### config.mk
export PLATFORM = sky130hd
export DESIGN_NAME = lcd_timing_gen
export DESIGN_NICKNAME = d
export VERILOG_FILES = /design/src/rtl/lcd_timing_gen.sv
export SDC_FILE = /design/constraint.sdc
export NUM_CORES = 1
export LEC_CHECK = 0
export CAP_MARGIN = 20
export CELL_PAD_IN_SITES_DETAIL_PLACEMENT = 1
export CELL_PAD_IN_SITES_GLOBAL_PLACEMENT = 1
export CORE_UTILIZATION = 40
export CTS_BUF_LIST = sky130_fd_sc_hd__clkbuf_16
export DETAILED_ROUTE_END_ITERATION = 16
export PLACE_DENSITY_LB_ADDON = 0.25
export SYNTH_ARGS = -nofsm -noshare
export SYNTH_HDL_FRONTEND = slang
export SYNTH_SLANG_ARGS = --single-unit
### constraint.sdc
create_clock -name clk -period 5.9 [get_ports clk]
set_input_delay 1.18 -clock clk [delete_from_list [all_inputs] [get_ports clk]]
set_output_delay 1.18 -clock clk [all_outputs]
set_load 0.03 [all_outputs]
### src/rtl/lcd_timing_gen.sv
module lcd_timing_gen #(
  parameter int CW   = 16,
  parameter int NAUX = 4
) (
  input  logic            clk,
  input  logic            rst_n,
  input  logic            wr_en,
  input  logic [3:0]      wr_addr,
  input  logic [31:0]     wr_data,
  output logic            hsync,
  output logic            vsync,
  output logic            de,
  output logic [NAUX-1:0] aux,
  output logic [CW-1:0]   h_pos,
  output logic [CW-1:0]   v_pos,
  output logic [CW-1:0]   pix_x,
  output logic [CW-1:0]   pix_y,
  output logic [1:0]      chan
);

  localparam logic [3:0] A_CTL = 4'd0, A_HSW = 4'd1, A_VSW = 4'd2,
                         A_TOT = 4'd3, A_HWIN = 4'd4, A_VWIN = 4'd5;

  logic [CW-1:0] hsw_s, vsw_s, htot_s, vtot_s, hws_s, hwe_s, vws_s, vwe_s;
  logic [CW-1:0] hsw_a, vsw_a, htot_a, vtot_a, hws_a, hwe_a, vws_a, vwe_a;
  logic [CW-1:0] axs_s [NAUX];
  logic [CW-1:0] axe_s [NAUX];
  logic [CW-1:0] axs_a [NAUX];
  logic [CW-1:0] axe_a [NAUX];
  logic ser_s, hp_s, vp_s, ser_a, hp_a, vp_a;
  logic [NAUX-1:0] ap_s, ap_a;
  logic act, stop_pend;
  logic [CW-1:0] px;
  logic [1:0] ch;

  wire ctl_wr     = wr_en && wr_addr == A_CTL;
  wire stop_now   = ctl_wr && !wr_data[0];
  wire start      = ctl_wr && wr_data[0] && !act;
  wire h_last     = h_pos == htot_a - 1'b1;
  wire frame_last = act && h_last && v_pos == vtot_a - 1'b1;
  wire load       = start || frame_last;

  always_ff @(posedge clk or negedge rst_n) begin
    if (!rst_n) begin
      {hsw_s, vsw_s, htot_s, vtot_s} <= '0;
      {hws_s, hwe_s, vws_s, vwe_s} <= '0;
      {ser_s, hp_s, vp_s} <= '0;
      ap_s <= '0;
      for (int k = 0; k < NAUX; k++) begin
        axs_s[k] <= '0;
        axe_s[k] <= '0;
      end
    end else if (wr_en) begin
      case (wr_addr)
        A_CTL: begin
          ser_s <= wr_data[2];
          hp_s  <= wr_data[3];
          vp_s  <= wr_data[4];
          ap_s  <= wr_data[8 +: NAUX];
        end
        A_HSW:  hsw_s <= wr_data[0 +: CW];
        A_VSW:  vsw_s <= wr_data[0 +: CW];
        A_TOT:  begin htot_s <= wr_data[16 +: CW]; vtot_s <= wr_data[0 +: CW]; end
        A_HWIN: begin hws_s  <= wr_data[16 +: CW]; hwe_s  <= wr_data[0 +: CW]; end
        A_VWIN: begin vws_s  <= wr_data[16 +: CW]; vwe_s  <= wr_data[0 +: CW]; end
        default: ;
      endcase
      for (int k = 0; k < NAUX; k++)
        if (wr_addr == 4'(8 + k)) begin
          axs_s[k] <= wr_data[16 +: CW];
          axe_s[k] <= wr_data[0 +: CW];
        end
    end
  end

  always_ff @(posedge clk or negedge rst_n) begin
    if (!rst_n) begin
      {hsw_a, vsw_a, htot_a, vtot_a} <= '0;
      {hws_a, hwe_a, vws_a, vwe_a} <= '0;
      {ser_a, hp_a, vp_a} <= '0;
      ap_a <= '0;
      for (int k = 0; k < NAUX; k++) begin
        axs_a[k] <= '0;
        axe_a[k] <= '0;
      end
    end else if (load) begin
      {hsw_a, vsw_a, htot_a, vtot_a} <= {hsw_s, vsw_s, htot_s, vtot_s};
      {hws_a, hwe_a, vws_a, vwe_a} <= {hws_s, hwe_s, vws_s, vwe_s};
      ser_a <= start ? wr_data[2] : ser_s;
      hp_a  <= start ? wr_data[3] : hp_s;
      vp_a  <= start ? wr_data[4] : vp_s;
      ap_a  <= start ? wr_data[8 +: NAUX] : ap_s;
      for (int k = 0; k < NAUX; k++) begin
        axs_a[k] <= axs_s[k];
        axe_a[k] <= axe_s[k];
      end
    end
  end

  always_ff @(posedge clk or negedge rst_n) begin
    if (!rst_n) begin
      act <= 1'b0;
      stop_pend <= 1'b0;
      h_pos <= '0;
      v_pos <= '0;
    end else if (stop_now || (frame_last && stop_pend)) begin
      act <= 1'b0;
      stop_pend <= 1'b0;
      h_pos <= '0;
      v_pos <= '0;
    end else if (start) begin
      act <= 1'b1;
      stop_pend <= wr_data[1];
      h_pos <= '0;
      v_pos <= '0;
    end else if (act) begin
      if (ctl_wr) stop_pend <= stop_pend | wr_data[1];
      if (h_last) begin
        h_pos <= '0;
        v_pos <= (v_pos == vtot_a - 1'b1) ? '0 : v_pos + 1'b1;
      end else begin
        h_pos <= h_pos + 1'b1;
      end
    end
  end

  wire de_raw = act && h_pos >= hws_a && h_pos < hwe_a && v_pos >= vws_a && v_pos < vwe_a;

  always_ff @(posedge clk or negedge rst_n) begin
    if (!rst_n) begin
      px <= '0;
      ch <= '0;
    end else if (stop_now || start || !de_raw || h_last) begin
      px <= '0;
      ch <= '0;
    end else if (!ser_a) begin
      px <= px + 1'b1;
    end else if (ch == 2'd2) begin
      ch <= '0;
      px <= px + 1'b1;
    end else begin
      ch <= ch + 1'b1;
    end
  end

  assign hsync = (act && h_pos < hsw_a) ^ hp_a;
  assign vsync = (act && v_pos < vsw_a) ^ vp_a;
  assign de    = de_raw;
  assign pix_x = de_raw ? px : '0;
  assign chan  = de_raw ? ch : '0;
  assign pix_y = de_raw ? v_pos - vws_a : '0;

  for (genvar k = 0; k < NAUX; k++) begin : g_aux
    wire body = h_pos >= axs_a[k] && h_pos < axe_a[k];
    wire tail = axe_a[k] >= htot_a && h_pos < axe_a[k] - htot_a;
    assign aux[k] = (act && (body || tail)) ^ ap_a[k];
  end

endmodule


==> results.toml <==
[synth]
synth_edf_count = 0
synth_seq_cells = 578
syn_inst = 2953
syn_nets = 3342
synth_seq_area_share_pct = 42.2
synth_area_sq_um = 34300
yosys_most_used_dff = "dfrtp_1"
yosysWarnings = 0
ys_types = 73
postSynth.asyncResetShare_pct = 100
avgSynthCellArea_sq_um = 11.6

[die]
num_rows = 106
coreArea_sq_um = 84200
ioPinCount = 112
die_area_sq_um = 86800
fp.dieH_um = 295
die_x_um = 295
start_util_pct = 40.7

[clock_network]
worst_skew_pair.late_latency_ns = 0.62
cts_max_path_buffers = 3
hold_buffers = 0
cts_tree = "done"
htreeDepth = 3
cts_root_buffer = "clkbuf_16"
clock-sinks = 578
cts_inserted_buffers = 70
clk_pin_slew_ns = 0.06

[setup_path]
cp-end-kind = "output pin"
worstSetupStartpointType = "register"
crit_fanout = 4
crit_required_ns = 4.72
worst_ep_arrival_time_ns = 4.58
worstSetupPathType = "reg2out"

[place]
dp_cells = 4177
routabilityCongestion = 0.921
io_buffers = 111
dpl_worst_slack_ns = 0.234
place_hpwl_mm = 75.3

[sta]
slew_headroom_pct = 19.8
layout_worst_path_cycle_share_pct = 97.6
skew_ns = 0.0286
tightestPinTransition_ns = 1.19
layout_setup_ws_ns = 0.143
setup_viol = 0
period_minus_slack_ns = 5.76
slew_violations = 0
finalHoldViolCount = 0
clock.fmax_ghz = 0.174

[global_routing]
grt_pass1_vias = 26500
grt_max_degree = 142
antenna_found_initial = 4
grt_pass1_wl_mm = 166
grt_usage_pct = 25.3
grt_overflow = 0

[flow_run]
max-cap-violations = 0

[detailed_routing]
wl_per_cell_um = 24.9
wl_met1_mm = 50.3
top_layer = "met4"
drt-total-wl_mm = 108
vias = 24200
ant_nets = 0
wl_met2_mm = 50.7
avgViaCountPerCell = 5.59
route.detailed.drc = 0
drt_iter0_markers = 1465
firstDrtPassIters = 5
wl_met3_mm = 4.19

[layout]
instances_no_fill = 4321
drive_above_1_share_pct = 25.1
nets = 3523
area_delta_synth_final_pct = 15.8

[pwr]
leakage_nw = 19.2
power_density_nw_per_um2 = 372
peakVddDrop_mv = 0.293

[run_status]
outcome = "finished clean"

[hold_path]
worstHoldPathType = "reg2reg"
-- worst paths after layout --
kind | end | startpoint | slack (ns) | cells past startpoint
max reg2reg | vws_a[5] | htot_a[0] | 1.05 | 13
min reg2reg | vsw_s[0] | vsw_s[0] | 0.49 | 2
max in group asynchronous | vwe_a[10] | rst_n | 4.02 | 2
max | aux[3] | htot_a[1] | 0.14 | 19
min | vsw_s[0] | vsw_s[0] | 0.49 | 2
min in group asynchronous | axe_s[4] | rst_n | 0.61 | 1
-- final cells by class --
cell class                 count  area, sq um
fill                        8848        44500
multi-input combinational   2018        18600
sequential                   578        14500
timing repair buffer         204         2050
clock buffer                  72         1800
tap                         1134         1420
inverter                     262          991
clock inverter                51          385
antenna                        2         5.00
-- cell usage in the layout, fill, tap and decap left out, drive strengths merged, types with 29 or more instances in the layout --
cell type        n
xnor2           63
nand2b          29
o21ai          106
nand4           46
xor2            59
inv            285
ha             345
a21oi          136
buf            101
and3            33
nand3           46
nand2          104
mux2           518
nor2           113
a21o            70
nor3            34
dfrtp          578
clkdlybuf4s50  102
and2            34
clkbuf          72
-- synthesized netlist by cell type (all sizes together), types with 37 or more instances --
cell type / number / area share [%]
clkbuf: 58 / 0.64
nor2: 113 / 1.2
xnor2: 63 / 1.6
inv: 262 / 2.9
mux2: 518 / 20
a21oi: 136 / 2.0
dfrtp: 578 / 42
nand2: 104 / 1.1
nand4: 46 / 0.84
nand3: 46 / 0.67
a21o: 70 / 1.5
buf: 37 / 1.1
ha: 345 / 13
o21ai: 106 / 1.5
xor2: 59 / 1.5
-- cell families after synthesis --
kind of cell             synth area share, %
flip-flops                              42.2
AND/OR/NAND/NOR                         8.08
multiplexers                            20.0
AO/OA/AOI/OAI                           9.06
buffers and inverters                   4.56
adder cells (fa/ha/maj)                 12.9
XOR/XNOR                                3.18
-- per-layer routing --
layer	track usage, %	vias to the layer above
li1	-	10900
met1	35.0	12600
met2	41.9	488
met3	2.98	149
met4	6.61	0
met5	0	-
-- metrics by stage --
step	setup TNS [ns]	utilization, %	cell area [sq um]	hold slack, ns	total power, mW
after floorplan	0	-	34300	0.450	8.31
after global placement	0	43.9	37000	0.465	10.0
after detailed placement	0	43.9	37000	0.478	10.3
after CTS	-0.0116	46.7	39300	0.492	14.6
after global routing	-0.0382	47.1	39700	0.506	15.6
final	0	47.1	39700	0.487	14.8
-- flip-flops by register name (all words and copies together), names as in the netlist, 64 cells and up --
| register | flops |
|---|---|
| axe_a | 64 |
| axe_s | 64 |
| axs_a | 64 |
| axs_s | 64 |
-- power by group --
group	switching, mW	total (mW)	internal, mW	leakage [nW]
combinational	2.98	5.52	2.54	10.5
sequential	0.477	5.04	4.57	7.51
clock	1.76	4.19	2.43	1.14
-- critical path: stages (launching register included) --
cell	delay [ns]
dfrtp_1	0.40
inv_2	0.08
buf_6	0.13
ha_4	0.20
nor2b_1	0.15
o21ai_2	0.19
a21boi_2	0.10
o41a_1	0.35
a41o_1	0.29
o311a_1	0.34
o21ai_0	0.14
nand2_1	0.06
nand4_1	0.09
ha_1	0.26
a21o_1	0.19
a21o_1	0.21
a21oi_2	0.17
a32oi_2	0.13
xnor2_1	0.18
bufbuf_16	0.28
-- repair_timing --
action,in CTS,in global routing
buffers inserted,4,14
gates resized for setup,34,56
setup endpoints to repair,4,4
pin swaps,9,29
Note: power is estimated with default switching activity, not from simulation.
